$ cat src/rtl/presc_pkg.sv
package presc_pkg;

   typedef enum logic [1:0] {
      SEL_DIV1 = 2'b00,
      SEL_DIV2 = 2'b01,
      SEL_ALT  = 2'b10,
      SEL_RSVD = 2'b11
   } sel_e;

   localparam int unsigned NUM_STAGES = 3;
   localparam int unsigned SEL_W      = 2;

endpackage

$ cat src/rtl/presc_stage.sv
module presc_stage
   import presc_pkg::*;
#(
   parameter int unsigned ALT = 3,
   parameter int unsigned PW  = 6
) (
   input  logic                 clk_i,
   input  logic                 rst_ni,
   input  logic                 clr_i,
   input  logic                 en_i,
   input  logic [SEL_W-1:0]     code_i,
   output logic [PW-1:0]        ratio_o,
   output logic [PW-1:0]        cnt_o,
   output logic                 tick_o
);

   localparam int unsigned RW = $clog2(ALT + 1);

   if (ALT < 3 || ALT > 15) begin : g_bad_alt
      $error("presc_stage: ALT must lie in 3..15");
   end
   if (PW < RW) begin : g_bad_pw
      $error("presc_stage: PW narrower than the stage counter");
   end

   logic [RW-1:0] ratio;
   logic [RW-1:0] cnt;
   logic          wrap;

   always_comb begin
      case (sel_e'(code_i))
         SEL_DIV2: ratio = RW'(2);
         SEL_ALT:  ratio = RW'(ALT);
         default:  ratio = RW'(1);
      endcase
   end

   assign wrap   = (cnt == ratio - RW'(1));
   assign tick_o = en_i & wrap;

   always_ff @(posedge clk_i or negedge rst_ni) begin
      if (!rst_ni) begin
         cnt <= '0;
      end else if (clr_i) begin
         cnt <= '0;
      end else if (en_i) begin
         cnt <= wrap ? '0 : cnt + RW'(1);
      end
   end

   assign ratio_o = PW'(ratio);
   assign cnt_o   = PW'(cnt);

   // a stage counter never reaches its ratio
   a_r5_cnt_in_range: assert property (@(posedge clk_i) disable iff (!rst_ni)
      cnt < ratio);

   // a wrap tick leaves the counter at zero
   a_r5_tick_wraps: assert property (@(posedge clk_i) disable iff (!rst_ni)
      tick_o |=> (cnt == '0));

endmodule

$ cat src/rtl/presc_duty.sv
module presc_duty
   import presc_pkg::*;
#(
   parameter int unsigned PW = 6
) (
   input  logic                            clk_i,
   input  logic                            rst_ni,
   input  logic                            clr_i,
   input  logic [NUM_STAGES-1:0][PW-1:0]   ratio_i,
   input  logic [NUM_STAGES-1:0][PW-1:0]   cnt_i,
   output logic [PW-1:0]                   total_o,
   output logic                            div_q_o
);

   logic [PW-1:0] w1, w2, phase, half;
   logic          div_q;

   assign w1      = ratio_i[0];
   assign w2      = ratio_i[0] * ratio_i[1];
   assign total_o = w2 * ratio_i[2];
   assign phase   = cnt_i[0] + w1 * cnt_i[1] + w2 * cnt_i[2];
   assign half    = (total_o + PW'(1)) >> 1;

   always_ff @(posedge clk_i or negedge rst_ni) begin
      if (!rst_ni) begin
         div_q <= 1'b0;
      end else if (clr_i) begin
         div_q <= 1'b0;
      end else begin
         div_q <= (phase < half);
      end
   end

   assign div_q_o = div_q;

   // a selection change clears every counter and drops the output
   a_r8_clear_on_change: assert property (@(posedge clk_i) disable iff (!rst_ni)
      clr_i |=> (phase == '0 && !div_q));

   // a high phase always starts at combined phase zero
   a_r6_rise_at_start: assert property (@(posedge clk_i) disable iff (!rst_ni)
      ($rose(div_q) && total_o > PW'(1)) |-> (phase == PW'(1)));

   // combined phase stays below the total ratio
   a_r5_phase_bound: assert property (@(posedge clk_i) disable iff (!rst_ni)
      phase < total_o);

endmodule

$ cat src/rtl/presc_cascade.sv
module presc_cascade
   import presc_pkg::*;
#(
   parameter int unsigned STG1_ALT = 3,
   parameter int unsigned STG2_ALT = 4,
   parameter int unsigned STG3_ALT = 5
) (
   input  logic       clk_i,
   input  logic       rst_ni,
   input  logic [1:0] sel1_i,
   input  logic [1:0] sel2_i,
   input  logic [1:0] sel3_i,
   output logic       div_clk_o
);

   localparam int unsigned MAXN = STG1_ALT * STG2_ALT * STG3_ALT;
   localparam int unsigned PW   = $clog2(MAXN + 1);
   localparam int unsigned SW   = NUM_STAGES * SEL_W;

   function automatic int unsigned alt_of(input int unsigned idx);
      case (idx)
         0:       return STG1_ALT;
         1:       return STG2_ALT;
         default: return STG3_ALT;
      endcase
   endfunction

   logic [SW-1:0]                  sel_all, sel_q;
   logic                           chg;
   logic [NUM_STAGES:0]            en;
   logic [NUM_STAGES-1:0][PW-1:0]  ratio, cnt;
   logic [PW-1:0]                  total;
   logic                           div_q;

   assign sel_all = {sel3_i, sel2_i, sel1_i};
   assign chg     = (sel_all != sel_q);
   assign en[0]   = 1'b1;

   always_ff @(posedge clk_i or negedge rst_ni) begin
      if (!rst_ni) sel_q <= '0;
      else         sel_q <= sel_all;
   end

   for (genvar g = 0; g < NUM_STAGES; g++) begin : g_stage
      presc_stage #(
         .ALT (alt_of(g)),
         .PW  (PW)
      ) u_stage (
         .clk_i   (clk_i),
         .rst_ni  (rst_ni),
         .clr_i   (chg),
         .en_i    (en[g]),
         .code_i  (sel_q[g*SEL_W +: SEL_W]),
         .ratio_o (ratio[g]),
         .cnt_o   (cnt[g]),
         .tick_o  (en[g+1])
      );
   end

   presc_duty #(.PW(PW)) u_duty (
      .clk_i   (clk_i),
      .rst_ni  (rst_ni),
      .clr_i   (chg),
      .ratio_i (ratio),
      .cnt_i   (cnt),
      .total_o (total),
      .div_q_o (div_q)
   );

   assign div_clk_o = (total == PW'(1)) ? clk_i : div_q;

   // the registered selections read as /1 right after reset
   a_r9_reset_sel: assert property (@(posedge clk_i)
      $rose(rst_ni) |-> (sel_q == '0));

endmodule

$ cat config.mk
export PLATFORM = sky130hd
export DESIGN_NAME = presc_cascade
export DESIGN_NICKNAME = d
export VERILOG_FILES = /design/src/rtl/presc_pkg.sv /design/src/rtl/presc_stage.sv /design/src/rtl/presc_duty.sv /design/src/rtl/presc_cascade.sv
export SDC_FILE = /design/constraint.sdc
export NUM_CORES = 1
export LEC_CHECK = 0
export BUFFER_PORTS_ARGS = -buffer_cell sky130_fd_sc_hd__buf_2
export CAP_MARGIN = 30
export CORE_MARGIN = 4
export CORE_UTILIZATION = 38
export CTS_CLUSTER_SIZE = 10
export DETAILED_ROUTE_END_ITERATION = 8
export GPL_TIMING_DRIVEN = 0
export HOLD_SLACK_MARGIN = 0.06
export PLACE_DENSITY = 0.57
export SETUP_SLACK_MARGIN = 0.05
export SLEW_MARGIN = 20
export SYNTH_ARGS = -nofsm -noshare
export SYNTH_HDL_FRONTEND = slang
export SYNTH_SLANG_ARGS = --single-unit
export TNS_END_PERCENT = 5
$ cat constraint.sdc
create_clock -name clk_i -period 4.94 [get_ports clk_i]
set_input_delay 0.494 -clock clk_i [delete_from_list [all_inputs] [get_ports clk_i]]
set_output_delay 0.494 -clock clk_i [all_outputs]
set_load 0.01 [all_outputs]
# After elaboration in Yosys (flattened, before gate mapping)
# Index checks and enable logic that the tools add are counted.
dict set report totals {
  ff_bits 15
  inputBits 8
}
dict set report classes {
  add_sub_neg 9
  mul 4
  order_cmp 1
  n_eq_ne 11
  n_mux 13
  bitwise 1
  reduce_logical 2
}
# operator n
set ops {}
lappend ops {{$mux 3} 6}
lappend ops {{$mul 6x3->6} 2}
lappend ops {{$pmux 3 s2} 2}
lappend ops {{$mul 2x3->5} 2}
lappend ops {{$add 2x6->6} 1}
lappend ops {{$add 3x1->3 const B} 2}
lappend ops {{$add 6x1->6 const B} 1}
lappend ops {{$add 6x6->6} 1}
lappend ops {{$eq 2x1->1 const B} 3}
lappend ops {{$eq 2x2->1 const B} 3}
lappend ops {{$eq 3x3->1} 2}
lappend ops {{$eq 6x1->1 const B} 1}
lappend ops {{$lt 6x5->1} 1}
lappend ops {{$ne 6x6->1} 1}
lappend ops {{$sub 3x1->3 const B} 2}
lappend ops {{$mux 2} 2}
lappend ops {{$pmux 2 s2} 1}
lappend ops {{$reduce_bool 2->1} 2}
lappend ops {{$add 2x1->2 const B} 1}
lappend ops {{$eq 2x2->1} 1}
lappend ops {{$mux 1} 2}
lappend ops {{$sub 2x1->2 const B} 1}
lappend ops {{$and 1x1->1} 1}

# Depth between registers and ports, before layout
# Gate-level depths: netlist of the first run.
dict set report logic_depth {
  ltp_word 7
  mapped_depth 20
}

# Cells and area by module
# From an unflattened synthesis of the first run, not the netlist that was laid out.
dict set report unflattened {
  cells_unflattened 368
  area_unflattened_um2 3306.9
}
# mod instances cells_each area_per_inst_um2
set modules_own_cells {}
lappend modules_own_cells {presc_duty 1 256 2253.4}
lappend modules_own_cells {{presc_stage at g_stage[1].u_stage} 1 34 311.5}
lappend modules_own_cells {{presc_stage at g_stage[2].u_stage} 1 31 265.3}
lappend modules_own_cells {presc_cascade 1 18 242.7}
lappend modules_own_cells {{presc_stage at g_stage[0].u_stage} 1 29 234.0}

==> results of run 1 <==
-- final cells by class --
type / instances / share of cell area, %
clock buffer: 8 / 3.76
inverter: 34 / 5.25
multi-input combinational: 174 / 66.7
buffer: 2 / 0.309
tap: 70 / 3.60
timing repair buffer: 18 / 4.94
sequential: 15 / 15.4
-- power by group --
group	internal, µW	total, µW	switching (µW)
combinational	56.4	118	61.4
clock	112	173	60.7
sequential	126	129	3.67
total	294	420	126
-- state kept, by name, summed over array words and instances (netlist names) --
name	flops
sel_q	6
g_stage.u_stage.cnt	8
u_duty.div_q_o	1
-- placed cells by master (no fill, tap or decap), drive strengths merged, types with 2 or more instances in the layout --
| cell type | instances |
|---|---|
| nand2b | 11 |
| a21o | 3 |
| a21oi | 12 |
| nor4 | 2 |
| buf | 18 |
| fa | 15 |
| o21ai | 6 |
| or2 | 2 |
| nand3b | 4 |
| clkbuf | 9 |
| dfrtp | 15 |
| nor2 | 7 |
| ha | 27 |
| and2b | 4 |
| and2 | 7 |
| nand3 | 4 |
| nand2 | 22 |
| inv | 34 |
| nor3 | 4 |
| nor2b | 7 |
| and3 | 2 |
| xnor2 | 15 |
| xor2 | 11 |
-- repair_timing --
item	in CTS	in global routing
setup buffers	7	3
hold buffers	1	0
gates resized for setup	9	8
pin swaps	6	4
endpoints found under the hold margin	15	0
setup endpoints to repair	1	2
-- routing by layer --
layer / wire length [µm] / up-vias / part of all wire (%) / global-route usage [%]
li1: - / 776 / - / -
met1: 1940 / 708 / 50 / 18.1
met2: 1790 / 22 / 46 / 23.0
met3: 130 / 7 / 3.3 / 3.77
met4: 41 / 0 / 1.1 / 5.07
met5: 0 / - / 0 / 0
-- stage by stage --
step	util, %	total power (µW)	area, µm²	std cells
2_1_floorplan	-	208	2030	225
3_3_place_gp	42.0	233	2160	303
3_5_place_dp	42.0	234	2160	303
4_1_cts	46.0	421	2360	318
5_1_grt	47.3	448	2430	321
6_report	47.3	420	2430	321
-- worst max-delay path, cell delays in order (launching register included) --
cell,delay (ns)
dfrtp_1,0.37
inv_1,0.08
ha_4,0.28
and2b_1,0.17
ha_2,0.20
inv_2,0.06
fa_2,0.46
nand2b_1,0.17
fa_1,0.48
inv_1,0.04
ha_1,0.22
fa_2,0.36
xor2_2,0.18
nor4b_2,0.25
nand2_1,0.10
mux2_4,0.30
buf_2,0.14
-- path summary, 6_finish.rpt --
kind | depth (start not counted) | slack [ns] | from | endpoint
min in group asynchronous | 2 | 0.58 | rst_ni | sel_q[3]
worst min-delay path | 1 | 0.26 | sel2_i[0] | sel_q[2]
worst max-delay path | 16 | 0.21 | sel_q[0] | div_clk_o
worst min register to register | 1 | 0.53 | g_stage[0].u_stage.cnt[0] | g_stage[0].u_stage.cnt[0]
worst max register to register | 20 | 0.37 | sel_q[0] | u_duty.div_q_o
max in group asynchronous | 2 | 4.09 | rst_ni | g_stage[2].u_stage.cnt[0]
-- cell families after synthesis --
family	Yosys count	share of synthesized area, %
flip-flops	15	18.5
AO/OA/AOI/OAI	25	7.33
adder cells (fa/ha/maj)	42	31.4
multiplexers	2	1.23
AND/OR/NAND/NOR	78	21.9
XOR/XNOR	27	13.1
buffers and inverters	36	6.65
==> results.tsv, run 1 <==
metric	value	unit
Max Slew Vio Count	0	
DR pass1 iterations	5	
Ys Warns	0	
setup TNS	0	ns
most instantiated cells after synthesis	inv_1 (34), ha_1 (27), nand2_1 (22)	
CP Launch Type	flop	
PnR worst setup slack	0.210	ns
gpl congestion	0.762	
Yosys top cell by area	dfrtp_1	
Post-synth EDFFs	0	
first-pass GRT wire length	7050	µm
combined area of the multi-input logic cells	0.00162	mm²
crit end category	output port	
number of buffers inserted by port buffering	8	
share of layout cells above drive strength 1	19.9	%
Vias	1513	
period utilization	95.8	%
row cnt	26	
Synth Instances	225	
FFs w/ async S/R, synth	100	%
wire per inst	12.1	µm
Initial Util	39.5	%
drt drc	0	
layout net count	302	
Final ANT Viol Nets	0	
Worst-Margin Slew	0.462	ns
Synth Cell Area	0.00203	mm²
Worst Path Class, Setup	reg -> out	
gr ovfl total	0	
#FFs+latches synth	15	
Static Leak	0.00116	µW
status	completed	
register area	375	µm²
Diodes inserted	0	
Initial DRC Count	25	
CTS tree	yes	
gr usage total	14.2	%
CP required	4.45	ns
Core Box Area	0.00514	mm²
Hold Path Class	in -> reg	
Final Hold Vio Count	0	
RSZ-0062 raised after global routing	true	
post-synth top area share	18.5	%
FILL cells	528	
sequential area share after synthesis	18.5	%
Die Wd	81.1	µm
Hold WS	0.260	ns
Max-Cap Viols	0	
post-DR vias/cell	4.71	
Clock Latency Late Sink	0.36	ns
setup slack at placement	0.216	ns
synth unique cells	36	
Final HPWL DP	2970	µm
clock transition at the registers of the reported paths	0.07	ns
Period minus WS final	4.73	ns
Area Growth Syn to Fin	19.6	%
Mapped Nets	275	
maximum VDD drop	125	µV
drt total wl	3890	µm
Max Fclk	211	MHz
Post-synth top flop	dfrtp_1	
clk_skew	0.00342	ns
Worst EP arrival	4.24	ns
Top-Level Pins	9	
Die Ht	81.1	µm
count leader, synth	inv_1	
largest net degree at the start of global routing	16	
relative slew slack	69.1	%
Synth Area per Inst	9.03	µm²
vias in the first global route	1624	
Final Setup Violations	0	
pwr dens	173	mW/mm²
Max FO, Critical Path	4	
initial antenna violation count	0	
most area-consuming cells after synthesis	dfrtp_1 (18%), ha_1 (17%), fa_1 (15%), inv_1 (6.3%), xnor2_1 (5.6%)	
DIE AREA	0.00658	mm²
Note: power is estimated with default switching activity, not from simulation.
==> run 2: changes to the inputs <==
--- a/config.mk
+++ b/config.mk
@@ -13,10 +13,11 @@
 export DETAILED_ROUTE_END_ITERATION = 8
 export GPL_TIMING_DRIVEN = 0
 export HOLD_SLACK_MARGIN = 0.06
-export PLACE_DENSITY = 0.57
+export PLACE_DENSITY = 0.56
 export SETUP_SLACK_MARGIN = 0.05
 export SLEW_MARGIN = 20
 export SYNTH_ARGS = -nofsm -noshare
 export SYNTH_HDL_FRONTEND = slang
+export SYNTH_HIERARCHICAL = 1
 export SYNTH_SLANG_ARGS = --single-unit
-export TNS_END_PERCENT = 5
+export TNS_END_PERCENT = 10
==> run 2 against run 1 <==
Against the previous run: the flow now finishes with violations (setup timing); area after synthesis grew 62%; clock skew increased by 0.0030 ns; sequential power is essentially flat; design area up 59%; power grew 120%; critical path depth increased by 9; combinational power grew to 5.3 times the previous value; die area grew 56%; sequential share of layout area shrank 5.7 points; fmax shrank 28%; register-to-register slack lost 1.8 ns; worst setup slack got worse by 1.8 ns.
==> results.tsv, run 2 <==
metric	value	unit
R2R Setup Slk	-1.47	ns
CP Launch Type	flop	
initial antenna violation count	0	
Initial DRC Count	54	
Synth Instances	367	
DR pass1 iterations	4	
crit path from	sel_q[1]	
relative slew slack	63.2	%
Die Wd	101	µm
row cnt	33	
wire per inst	12.9	µm
DP Cell Count	501	
max reg flops	8	
first-pass GRT wire length	11300	µm
drt drc	0	
layout net count	494	
crit end category	output port	
Area Growth Syn to Fin	17.1	%
clk_skew	0.00642	ns
post-DR vias/cell	4.54	
period utilization	132	%
Max Fclk	153	MHz
Crit path buffers/inverters	5	
reg-to-reg endpoint	u_duty/div_q_o	
Final Non-Filler Cells	515	
Comb power frac	67.2	%
reg2reg path depth	28	
PnR worst setup slack	-1.59	ns
Critical Path Max Stage Delay	0.48	ns
DIE AREA	0.0102	mm²
final design utilization	46.3	%
gpl congestion	0.752	
number of buffers inserted by port buffering	8	
reg2reg start	sel_q[1]	
Final Setup Violations	2	
setup TNS	-3.05	ns
gr ovfl total	0	
CP required	4.45	ns
Synth Cell Area	0.00330	mm²
Ys Warns	6	
RSZ-0062 raised after global routing	true	
largest net degree at the start of global routing	16	
share of layout cells above drive strength 1	20.0	%
Diodes inserted	0	
status	finished, violations left	
vias in the first global route	2361	
Core Box Area	0.00834	mm²
sw frac	38.9	%
Hold WS	0.255	ns
depth of the worst hold-timing path	1	
Net Switching	362	µW
Max Slew Vio Count	0	
drt total wl	6640	µm
violated checks	setup timing	
pwr dens	241	mW/mm²
Clock Latency Late Sink	0.37	ns
Final ANT Viol Nets	0	
Synth Area per Inst	8.99	µm²
internal cell power	568	µW
Initial Util	39.6	%
CP max-delay cell	fa_1	
Worst-Margin Slew	0.551	ns
Die Ht	101	µm
CP top delay family	adder cells	
Final Hold Vio Count	0	
Static Leak	0.00193	µW
commonest non-fill, non-tap cell in the layout	inv_1	
largest register by flop count	g_stage.u_stage/cnt	
setup slack at placement	-1.85	ns
Period minus WS final	6.53	ns
Final HPWL DP	5530	µm
Max-Cap Viols	0	
Max FO, Critical Path	4	
Hold EP	sel_q[2]	
hold_sp	sel2_i[0]	
Top-Level Pins	9	
Clk network pwr share	18.9	%
Hold Path Class	in -> reg	
Vias	2336	
maximum VDD drop	135	µV
Worst Path Class, Setup	reg -> out	
most frequent cells in the layout	inv_1 (45), ha_1 (39), xnor2_1 (37)	
sequential power share	13.9	%
clock transition at the registers of the reported paths	0.06	ns
gr usage total	14.3	%
CTS tree	yes	
Worst EP arrival	6.03	ns
==> run 2: routing by layer <==
| metal | track usage [%] | up-vias | wire, µm |
|---|---|---|---|
| met1 | 18.6 | 1098 | 3240 |
| li1 | - | 1211 | - |
| met4 | 2.35 | 0 | 17 |
| met5 | 0 | - | 0 |
| met2 | 24.7 | 25 | 3200 |
| met3 | 3.24 | 2 | 176 |
==> run 2: cell type report <==
type / instances / area, µm²
Timing Repair Buffer: 14 / 90.1
Clock inverter: 1 / 7.51
Inverter: 50 / 190
Clock buffer: 7 / 93.8
Fill cell: 822 / 4480
Tap cell: 105 / 131
Buffer: 25 / 210
Sequential cell: 15 / 375
Multi-Input combinational cell: 298 / 2770
==> run 2: how the worst max path moves through the flow <==
stage / end / slack [ns] / cells after the start
floorplan: u_duty/div_q_o / -1.23 / 26
global placement: u_duty/div_q_o / -1.83 / 25
CTS: div_clk_o / -1.67 / 25
detailed placement: u_duty/div_q_o / -1.85 / 25
global route: div_clk_o / -1.92 / 26
finish: div_clk_o / -1.59 / 25
==> run 2: repair_timing <==
| action | CTS | global route |
|---|---|---|
| endpoints found under the hold margin | 15 | 0 |
| hold buffers | 1 | 0 |
| pin swaps | 12 | 0 |
| buffers inserted | 6 | 0 |
| gates resized for setup | 11 | 4 |
| gates cloned | 0 | 0 |
| setup endpoints to repair | 2 | 2 |
==> run 2: through the flow <==
stage / power (µW) / cell area, µm²
after floorplan: 609 / 3490
after global placement: 705 / 3660
after detailed placement: 714 / 3660
after CTS: 935 / 3860
after global routing: 1020 / 3860
final: 930 / 3860
==> run 2: power groups by stage <==
| stage | registers, µW | logic (µW) | clock network, µW |
|---|---|---|---|
| CTS | 130 | 622 | 184 |
| finish | 130 | 625 | 176 |
| global route | 130 | 702 | 188 |
| global placement | 132 | 570 | 2.38 |
| floorplan | 131 | 476 | 1.64 |
| detailed placement | 132 | 579 | 2.38 |
